<file path="config.mk">
export PLATFORM = sky130hd
export DESIGN_NAME = phase_sync_divider
export DESIGN_NICKNAME = d
export VERILOG_FILES = /design/src/rtl/phsdiv_pkg.sv /design/src/rtl/phsdiv_cfg.sv /design/src/rtl/phsdiv_phase.sv /design/src/rtl/phsdiv_seg.sv /design/src/rtl/phase_sync_divider.sv
export SDC_FILE = /design/constraint.sdc
export NUM_CORES = 1
export LEC_CHECK = 0
export BUFFER_PORTS_ARGS = -buffer_cell sky130_fd_sc_hd__buf_4
export CORE_MARGIN = 2
export CORE_UTILIZATION = 56
export CTS_BUF_LIST = sky130_fd_sc_hd__clkbuf_2
export CTS_CLUSTER_DIAMETER = 120
export CTS_CLUSTER_SIZE = 12
export DETAILED_ROUTE_END_ITERATION = 10
export PLACE_DENSITY = 0.81
export SLEW_MARGIN = 20
export SYNTH_ARGS = -nofsm -noshare
export SYNTH_HDL_FRONTEND = slang
export SYNTH_HIERARCHICAL = 1
export SYNTH_SLANG_ARGS = --single-unit
</file>
<file path="constraint.sdc">
create_clock -name clk -period 2.28 [get_ports clk]
set_input_delay 0 -clock clk [delete_from_list [all_inputs] [get_ports clk]]
set_output_delay 0 -clock clk [all_outputs]
set_load 0.02 [all_outputs]
</file>
<file path="src/rtl/phsdiv_pkg.sv">
package phsdiv_pkg;
  localparam int MAXW = 8;

  // Terminal count of the segment the output is currently in.
  function automatic logic [MAXW-1:0] seg_last(input logic level,
                                                input logic [MAXW-1:0] hi_f,
                                                input logic [MAXW-1:0] lo_f);
    return level ? hi_f : lo_f;
  endfunction
endpackage

</file>
<file path="src/rtl/phsdiv_cfg.sv">
module phsdiv_cfg #(
  parameter int CNT_W = 4
) (
  input  logic             clk,
  input  logic             rst_n,
  input  logic             sync,
  input  logic [CNT_W-1:0] hi_in,
  input  logic [CNT_W-1:0] lo_in,
  output logic [CNT_W-1:0] hi_q,
  output logic [CNT_W-1:0] lo_q
);
  always_ff @(posedge clk or negedge rst_n) begin
    if (!rst_n) begin
      hi_q <= '0;
      lo_q <= '0;
    end else if (sync) begin
      hi_q <= hi_in;
      lo_q <= lo_in;
    end
  end
endmodule

</file>
<file path="src/rtl/phsdiv_phase.sv">
module phsdiv_phase #(
  parameter int PH_W = 4
) (
  input  logic            clk,
  input  logic            rst_n,
  input  logic            sync,
  input  logic [PH_W-1:0] phase_in,
  output logic            delay_done
);
  logic [PH_W-1:0] wait_q;

  always_ff @(posedge clk or negedge rst_n) begin
    if (!rst_n)              wait_q <= '0;
    else if (sync)           wait_q <= phase_in;
    else if (wait_q != '0)   wait_q <= wait_q - 1'b1;
  end

  assign delay_done = (wait_q == '0);
endmodule

</file>
<file path="src/rtl/phsdiv_seg.sv">
module phsdiv_seg
  import phsdiv_pkg::*;
#(
  parameter int CNT_W = 4
) (
  input  logic             clk,
  input  logic             rst_n,
  input  logic             sync,
  input  logic             start_in,
  input  logic             delay_done,
  input  logic [CNT_W-1:0] hi_q,
  input  logic [CNT_W-1:0] lo_q,
  output logic             toggle_evt,
  output logic             level_q
);
  logic [CNT_W-1:0] cnt_q;
  logic [MAXW-1:0]  last_w;
  logic [CNT_W-1:0] last_c;

  assign last_w     = seg_last(level_q, MAXW'(hi_q), MAXW'(lo_q));
  assign last_c     = last_w[CNT_W-1:0];
  assign toggle_evt = !sync && delay_done && (cnt_q == last_c);

  always_ff @(posedge clk or negedge rst_n) begin
    if (!rst_n) begin
      cnt_q   <= '0;
      level_q <= 1'b0;
    end else if (sync) begin
      cnt_q   <= '0;
      level_q <= start_in;
    end else if (toggle_evt) begin
      cnt_q   <= '0;
      level_q <= ~level_q;
    end else if (delay_done) begin
      cnt_q   <= cnt_q + 1'b1;
    end
  end
endmodule

</file>
<file path="src/rtl/phase_sync_divider.sv">
module phase_sync_divider #(
  parameter int CNT_W = 4,
  parameter int PH_W  = 4
) (
  input  logic             clk,
  input  logic             rst_n,
  input  logic             sync,
  input  logic [CNT_W-1:0] hi_len,
  input  logic [CNT_W-1:0] lo_len,
  input  logic [PH_W-1:0]  phase_ofs,
  input  logic             start_hi,
  output logic             clk_out
);
  logic [CNT_W-1:0] hi_q;
  logic [CNT_W-1:0] lo_q;
  logic             delay_done;
  logic             toggle_evt;

  phsdiv_cfg #(.CNT_W(CNT_W)) u_cfg (
    .clk(clk), .rst_n(rst_n), .sync(sync),
    .hi_in(hi_len), .lo_in(lo_len), .hi_q(hi_q), .lo_q(lo_q)
  );

  phsdiv_phase #(.PH_W(PH_W)) u_phase (
    .clk(clk), .rst_n(rst_n), .sync(sync),
    .phase_in(phase_ofs), .delay_done(delay_done)
  );

  phsdiv_seg #(.CNT_W(CNT_W)) u_seg (
    .clk(clk), .rst_n(rst_n), .sync(sync), .start_in(start_hi),
    .delay_done(delay_done), .hi_q(hi_q), .lo_q(lo_q),
    .toggle_evt(toggle_evt), .level_q(clk_out)
  );
endmodule

</file>
After elaboration in Yosys (flattened, before gate mapping). Index checks and enable logic that the tools add are counted.

Add/sub/neg operators: 2. Equality and inequality tests: 1. Multiplexer cells: 8. Bitwise logic cells: 1. Reduce and logical (&&, ||, !) cells: 8.

Operator list (count): $mux W4 (6); $add A4 B1 Y4 const B (1); $eq A4 B4 Y1 (1); $logic_not A4 Y1 (1); $reduce_bool A2 Y1 (2); $reduce_bool A4 Y1 (1); $sub A4 B1 Y4 const B (1); $reduce_bool A3 Y1 (1); $logic_and A1 B1 Y1 (2); $mux W1 (2); $logic_not A1 Y1 (1); $not A1 Y1 (1).

Register bits: 17. Output and inout bits: 1. Logic and storage cells: 25.

Logic depth before layout (Yosys ltp). Gate-level depths: netlist of run 1.

Depth after elaboration: 5. Gate-level depth with buffers: 8. Depth with buffers taken out: 8.

Modules after synthesis. The synthesis of run 1 kept the hierarchy.

Modules (own cells, without submodules): phsdiv_seg (times used 1, cells each 34, area each 362.8 µm², sequential area each 125.1 µm²); phsdiv_cfg (times used 1, cells each 17, area each 331.6 µm², sequential area each 200.2 µm²); phsdiv_phase (times used 1, cells each 22, area each 234.0 µm², sequential area each 100.1 µm²).

Worst setup path after synthesis of run 1. No wires, ideal clock.

Path type: flip-flop to flip-flop. Start: reg u_phase.wait_q[0]. End: reg u_seg.cnt_q[1]. Setup time: 0.122 ns. Arrival time: 1.717 ns. Data required time: 2.158 ns. Path slack: 0.441 ns. Stages on the path, launching flop included: 9. Buffers on the path: 0. Clock period less this slack: 1.839 ns. Cell sequence: dfrtp_1 > inv_1 > ha_1 > nor3b_4 > nor3b_1 > mux2i_1 > nor4_4 > nand3b_1 > a21oi_1.

Cells in the longest elaborated chain, start to end: 5. Elaborated cells on any way between the ends: 6. Classes of those cells: mux: 2; reduce/logical: 4.

Ends and longest elaborated chain: start, declared (line phsdiv_phase.sv:10) `logic [PH_W-1:0] wait_q;`; start signal, assigned (line phsdiv_phase.sv:14) `else if (sync) wait_q <= phase_in;`; start signal, assigned (line phsdiv_phase.sv:15) `else if (wait_q != '0) wait_q <= wait_q - 1'b1;`; $logic_not A4 Y1 * (line phsdiv_phase.sv:18) `assign delay_done = (wait_q == '0);`; net delay_done (line phase_sync_divider.sv:16) `logic delay_done;`; $logic_and A1 B1 Y1 * (2 in series) (line phsdiv_seg.sv:22) `assign toggle_evt = !sync && delay_done && (cnt_q == last_c);`; net toggle_evt (line phase_sync_divider.sv:17) `logic toggle_evt;`; $mux W4 (line phsdiv_seg.sv:31) `end else if (toggle_evt) begin`; $mux W4 (line phsdiv_seg.sv:28) `end else if (sync) begin`; end signal, assigned (line phsdiv_seg.sv:35) `cnt_q <= cnt_q + 1'b1;`; end, declared (line phsdiv_seg.sv:16) `logic [CNT_W-1:0] cnt_q;`.

Mark *: on every way through the listed nets, which the timed path passes. The rest lies on a longest branch. A chain may end at the register's enable or synchronous reset.

Worst setup path in the final report of run 1.
Start: reg u_phase.wait_q[0]. End: reg u_seg.cnt_q[0].

Same word-level chain as after synthesis.

==> reports/metrics.csv, run 1 <==
metric,value,unit
Post-Syn Instances,73,
Yosys cell types,28,
met1 WL,753,µm
CP endpoint kind,flip-flop,
core footprint,1520,µm²
Worst Setup EP,u_seg/cnt_q[0],
Final Hold Fails,0,
syn avg cell area,12.7,µm²
R2R Path End,u_seg/cnt_q[0],
post-route ant nets,0,
setup bufs post-CTS,0,
Post-layout nets,123,
post-synthesis mux area share,21.7,%
"Period Utilization, post-route",89.5,%
register bit total from synthesis,17,
CTS max path bufs,2,
max cap viols,0,
main combinational cell family by area after synthesis,multiplexers,
XOR/XNOR share of the synthesized area,5.66,%
cell taking the most area after synthesis,dfrtp_1,
Reg2Reg Depth,8,
Placement Rows,14,
final wirelength,1640,µm
"Min Clock Period, post-route",2.04,ns
DIE HEIGHT,44.7,µm
die area,2000,µm²
Worst Max-Slew Pin Slew,0.341,ns
Crit Path Max Fanout,6,
worst reg-to-reg setup slack,0.24,ns
first-pass iteration count of the detailed router,3,
Startpoint Class,flip-flop,
area fraction of the dominant cell type after synthesis,45.8,%
worst min path class,input port to asynchronous set/reset pin,
final global-route overflow total,0,
met3 wire length,44,µm
Synth Area in Compound Gates,4.85,%
initial antenna violation count,0,
vias,650,
n_diodes,0,
CP Data Required Time,2.46,ns
Clock transition at path regs,0.16,ns
number of global-route vias before repair,677,
clock skew,0.00104,ns
Synth Area in Simple Gates,14.7,%
FF/Latch Area,425,µm²
CTS tree,yes,
"Top FF cell, synth",dfrtp_1,
maximum vdd drop,452,µV
ranking of synthesized cells by area,"dfrtp_1, mux2_4, mux2i_1",
"Net Count, Synth",91,
Crit. Startpoint,u_phase/wait_q[0],
fillers,101,
RePlAce Congestion,0.811,
DR WL met2,829,µm
slew margin rel.,77.1,%
vias per cell,5.42,
WP data arrival,2.22,ns
Static Leak,0.562,nW
area of the multi-input gates,460,µm²
pin count of the biggest net entering global routing,25,
Initial Util,60.9,%
Total GRT Usage,21.1,%
asr flop ratio synth,100,%
status,completed,
PostCTS Resize Cnt,0,
IO Port Bufs,16,
first-pass GRT wire length,2950,µm
hold buffers post-CTS,14,
Die Span X,44.7,µm
drt wl/cell,13.7,µm
FF-to-FF Start,u_phase/wait_q[0],
total negative slack,0,ns
I/O pins,17,
Synth Cell Area,928,µm²
Root Buffer,clkbuf_2,
CTS HTree Levels,1,
power per cell area,591,nW/µm²
yosys warns,6,
post-synthesis sequential area ratio,45.8,%
Top Metal Used,met4,
Setup Viol. Count Final,0,
hpwl dp,1040,µm
RSZ-0062 raised after global routing,false,
Synth Area in Adders,2.70,%
fin. max-slew vios,0,
Num Clock Sinks,17,
"EDFF count, synth",0,
CTS Buf Count,3,
Area growth syn-to-layout,29.8,%
fmax,490,MHz
Crit Path Class,flip-flop to flip-flop,
clock latency on the worst-skew pair,0.28,ns
initial drt markers,8,
DRC Markers,0,
share of layout cells above drive strength 1,30.8,%
Overall Power,712,µW
## registers in the layout, indices dropped and copies added (netlist names)
register	cells
u_cfg/hi_q	4
u_cfg/lo_q	4
u_phase/wait_q	4
u_seg/cnt_q	4
u_seg/level_q	1
## layout make-up
| type | count | share of cell area, % |
|---|---|---|
| clock buffer | 3 | 1.25 |
| clock inverter | 1 | 0.415 |
| inverter | 3 | 0.935 |
| multi-input combinational | 49 | 38.2 |
| sequential | 17 | 35.3 |
| tap | 16 | 1.66 |
| timing repair buffer | 31 | 22.2 |
## through the flow
step	std cells	utilization [%]	hold WS (ns)	worst slack, ns	instance area [µm²]
2_1_floorplan	73	-	-0.296	0.441	928
3_3_place_gp	102	68.6	-0.126	0.404	1040
3_5_place_dp	102	68.6	-0.124	0.339	1040
4_1_cts	120	79.1	0.0528	0.259	1200
5_1_grt	120	79.1	0.0571	0.113	1200
6_report	120	79.1	0.0782	0.240	1200
## synth_stat cells (3+ instances only)
library cell,count
dfrtp_1,17
mux2_4,8
xnor2_1,4
nor3_1,4
nand2_1,3
mux2i_1,7
inv_1,3
## routing by layer
| metal | up-vias | track usage, % |
|---|---|---|
| met5 | - | 0 |
| met4 | 0 | 10.9 |
| met3 | 2 | 3.60 |
| met2 | 12 | 36.2 |
| met1 | 315 | 25.1 |
| li1 | 321 | - |
## placed cells by master, fill, tap and decap left out, types with 3 or more instances in the layout
cell type | netlist | layout
mux2_4 | 8 | 8
clkbuf_2 | 1 | 3
buf_4 | 0 | 17
xnor2_1 | 4 | 4
nand2_1 | 3 | 3
dlygate4sd3_1 | 0 | 14
mux2i_1 | 7 | 7
nor3_1 | 4 | 4
dfrtp_1 | 17 | 17
inv_1 | 3 | 3
## worst min path at each step
stage,from,to,depth (start not counted)
global placement,rst_n,u_seg/cnt_q[0],1
detailed placement,rst_n,u_seg/cnt_q[0],1
floorplan,rst_n,u_cfg/hi_q[0],0
finish,rst_n,u_seg/cnt_q[0],2
global route,rst_n,u_seg/level_q,2
CTS,sync,u_phase/wait_q[0],3
## power breakdown
part	switching, mW	internal, mW
logic	0.0867	0.123
clock network	0.0933	0.0398
registers	0.0323	0.336
total	0.212	0.499
## critical path, cell delays in order, from the launching register on
cell     delay [ns]
dfrtp_1        0.41
inv_1          0.11
ha_1           0.23
nor3b_4        0.33
nor3b_1        0.23
mux2i_1        0.14
nor4_4         0.27
or3b_1         0.16
a21oi_1        0.06
## cells by family after synthesis
family          count (synthesis)
xor+xnor                        6
compound gates                  7
fa+ha+maj                       2
mux                            16
simple gates                   18
buf+inv                         7
flops                          17
No activity file was read; power rests on OpenSTA's default activity.
==> inputs of run 2 (changes only) <==
- PLACE_DENSITY: 0.81 -> 0.88
==> reports/metrics.csv, run 2 (same netlist as run 1, synthesis figures left out) <==
metric,value,unit,change
status,completed,,
Initial Util,60.9,%,unchanged
final wirelength,1890,µm,+15%
Final Hold Fails,0,,unchanged
clock skew,0.00359,ns,+0.00255 ns
Die Span X,44.7,µm,unchanged
drt wl/cell,15.5,µm,+13%
RePlAce Congestion,0.750,,-7.5%
CTS tree,yes,,
"number of placed instances, taps included",101,,-0.98%
fin. max-slew vios,0,,unchanged
Startpoint Class,flip-flop,,
maximum vdd drop,443,µV,-1.9%
Setup Viol. Count Final,0,,unchanged
fillers,93,,-7.9%
first-pass GRT wire length,2970,µm,+0.92%
Post-layout nets,125,,+1.6%
CP Cell Sequence,inv_1 > ha_1 > nor3b_4 > nor3b_1 > mux2i_1 > nor4_4 > or3b_1 > a21oi_1,,
Num Clock Sinks,17,,unchanged
post-layout util,80.0,%,+0.99 points
CTS max path bufs,2,,unchanged
worst min path class,input port to asynchronous set/reset pin,,
CP Data Required Time,2.46,ns,about the same
worst reg-to-reg setup slack,0.19,ns,-0.05 ns
Area growth syn-to-layout,31.4,%,
Reg2Reg Depth,8,,unchanged
CP endpoint kind,flip-flop,,
IO Port Bufs,16,,unchanged
DIE HEIGHT,44.7,µm,unchanged
FF-to-FF Start,u_phase/wait_q[0],,
fmax,478,MHz,-2.5%
share of layout cells above drive strength 1,32.1,%,+1.3 points
Root Buffer,clkbuf_2,,
"slowest stage delay, CP",0.43,ns,+0.02 ns
initial drt markers,21,,+13
number of global-route vias before repair,665,,-1.8%
Total GRT Usage,21.3,%,+0.25 points
CTS HTree Levels,1,,unchanged
"commonest cells after routing, fill and taps aside","buf_4, dfrtp_1, dlygate4sd3_1, mux2_4, mux2i_1",,
hpwl dp,1190,µm,+14%
post-route ant nets,0,,unchanged
first-pass iteration count of the detailed router,4,,+1
Crit Path Class,flip-flop to flip-flop,,
Placement Rows,14,,unchanged
vias,689,,+6.0%
total negative slack,0,ns,unchanged
pre-CTS setup slack,0.180,ns,-0.159 ns
core footprint,1520,µm²,unchanged
Layout Cells excl Fill,122,,+1.7%
Worst Max-Slew Pin Slew,0.353,ns,+0.0127 ns
final global-route overflow total,0,,unchanged
vias per cell,5.65,,+4.3%
"commonest non-fill, non-tap cell in the layout",buf_4,,
I/O pins,17,,unchanged
clock latency on the worst-skew pair,0.29,ns,about the same
"Slowest-stage cell, CP",dfrtp_1,,
"Min Clock Period, post-route",2.09,ns,+0.0520 ns
PnR worst setup slack,0.188,ns,-0.0520 ns
Clock transition at path regs,0.16,ns,about the same
CTS Buf Count,3,,unchanged
slew margin rel.,76.3,%,-0.85 points
power per cell area,594,nW/µm²,+0.56%
die area,2000,µm²,unchanged
Crit Path Max Fanout,8,,+2
WP data arrival,2.27,ns,+0.05 ns
n_diodes,0,,unchanged
max cap viols,0,,unchanged
DRC Markers,0,,unchanged
Static Leak,0.572,nW,+1.9%
PostCTS Resize Cnt,0,,unchanged
R2R Path End,u_seg/cnt_q[0],,
pin count of the biggest net entering global routing,25,,unchanged
"Period Utilization, post-route",91.8,%,+2.3 points
initial antenna violation count,0,,unchanged
-- run 2: how the worst max path moves through the flow --
stage / start / cells past startpoint / slack, ns / to
final: u_phase/wait_q[0] / 8 / 0.19 / u_seg/cnt_q[0]
after global routing: u_phase/wait_q[0] / 8 / -0.01 / u_seg/cnt_q[0]
after CTS: u_phase/wait_q[0] / 8 / 0.15 / u_seg/cnt_q[0]
after detailed placement: u_phase/wait_q[0] / 8 / 0.18 / u_seg/cnt_q[0]
after global placement: u_phase/wait_q[0] / 8 / 0.33 / u_seg/cnt_q[0]
after floorplan: u_phase/wait_q[0] / 8 / 0.44 / u_seg/cnt_q[1]
-- run 2: area by class of cell --
type | instances | area (µm²) | area share (%)
multi-input cells | 49 | 460 | 37.7
flip-flops and latches | 17 | 425 | 34.9
repair buffers | 33 | 283 | 23.2
well taps | 16 | 20.0 | 1.64
clock buffers | 3 | 15.0 | 1.23
inverters | 3 | 11.3 | 0.923
clock inverters | 1 | 5.00 | 0.410
-- run 2: metrics by stage --
stage	power, mW	hold slack, ns	area [µm²]
6_report	0.724	0.0798	1220
3_3_place_gp	0.549	-0.126	1040
3_5_place_dp	0.563	-0.125	1040
4_1_cts	0.716	0.0513	1200
2_1_floorplan	0.510	-0.296	928
5_1_grt	0.774	0.0655	1220
-- run 2: per-layer routing --
metal | share of wire, % | routed length (µm) | GRT usage [%] | up-vias
li1 | - | - | - | 323
met1 | 41 | 783 | 24.6 | 335
met2 | 52 | 989 | 37.4 | 25
met3 | 3.8 | 72 | 2.80 | 6
met4 | 2.1 | 40 | 12.7 | 0
met5 | 0 | 0 | 0 | -
-- run 2: power breakdown --
part	internal, mW	leakage, nW	switching [mW]
Clock	0.0397	0.0164	0.0914
Combinational	0.130	0.347	0.0919
Sequential	0.336	0.209	0.0347
Total	0.506	0.572	0.218
-- run 2: repair_timing --
| action | in CTS | in global routing |
|---|---|---|
| hold buffers | 14 | 0 |
| buffers inserted | 0 | 3 |
| setup endpoints to repair | 0 | 3 |
| endpoints found under the hold margin | 30 | 0 |
-- run 2: critical path: cells and delay by family, from the launching register on --
| kind | cells | cell delay, ns |
|---|---|---|
| flops | 1 | 0.43 |
| buf+inv | 1 | 0.11 |
| fa+ha+maj | 1 | 0.22 |
| mux | 1 | 0.15 |
| compound gates | 1 | 0.07 |
| simple gates | 4 | 1.00 |
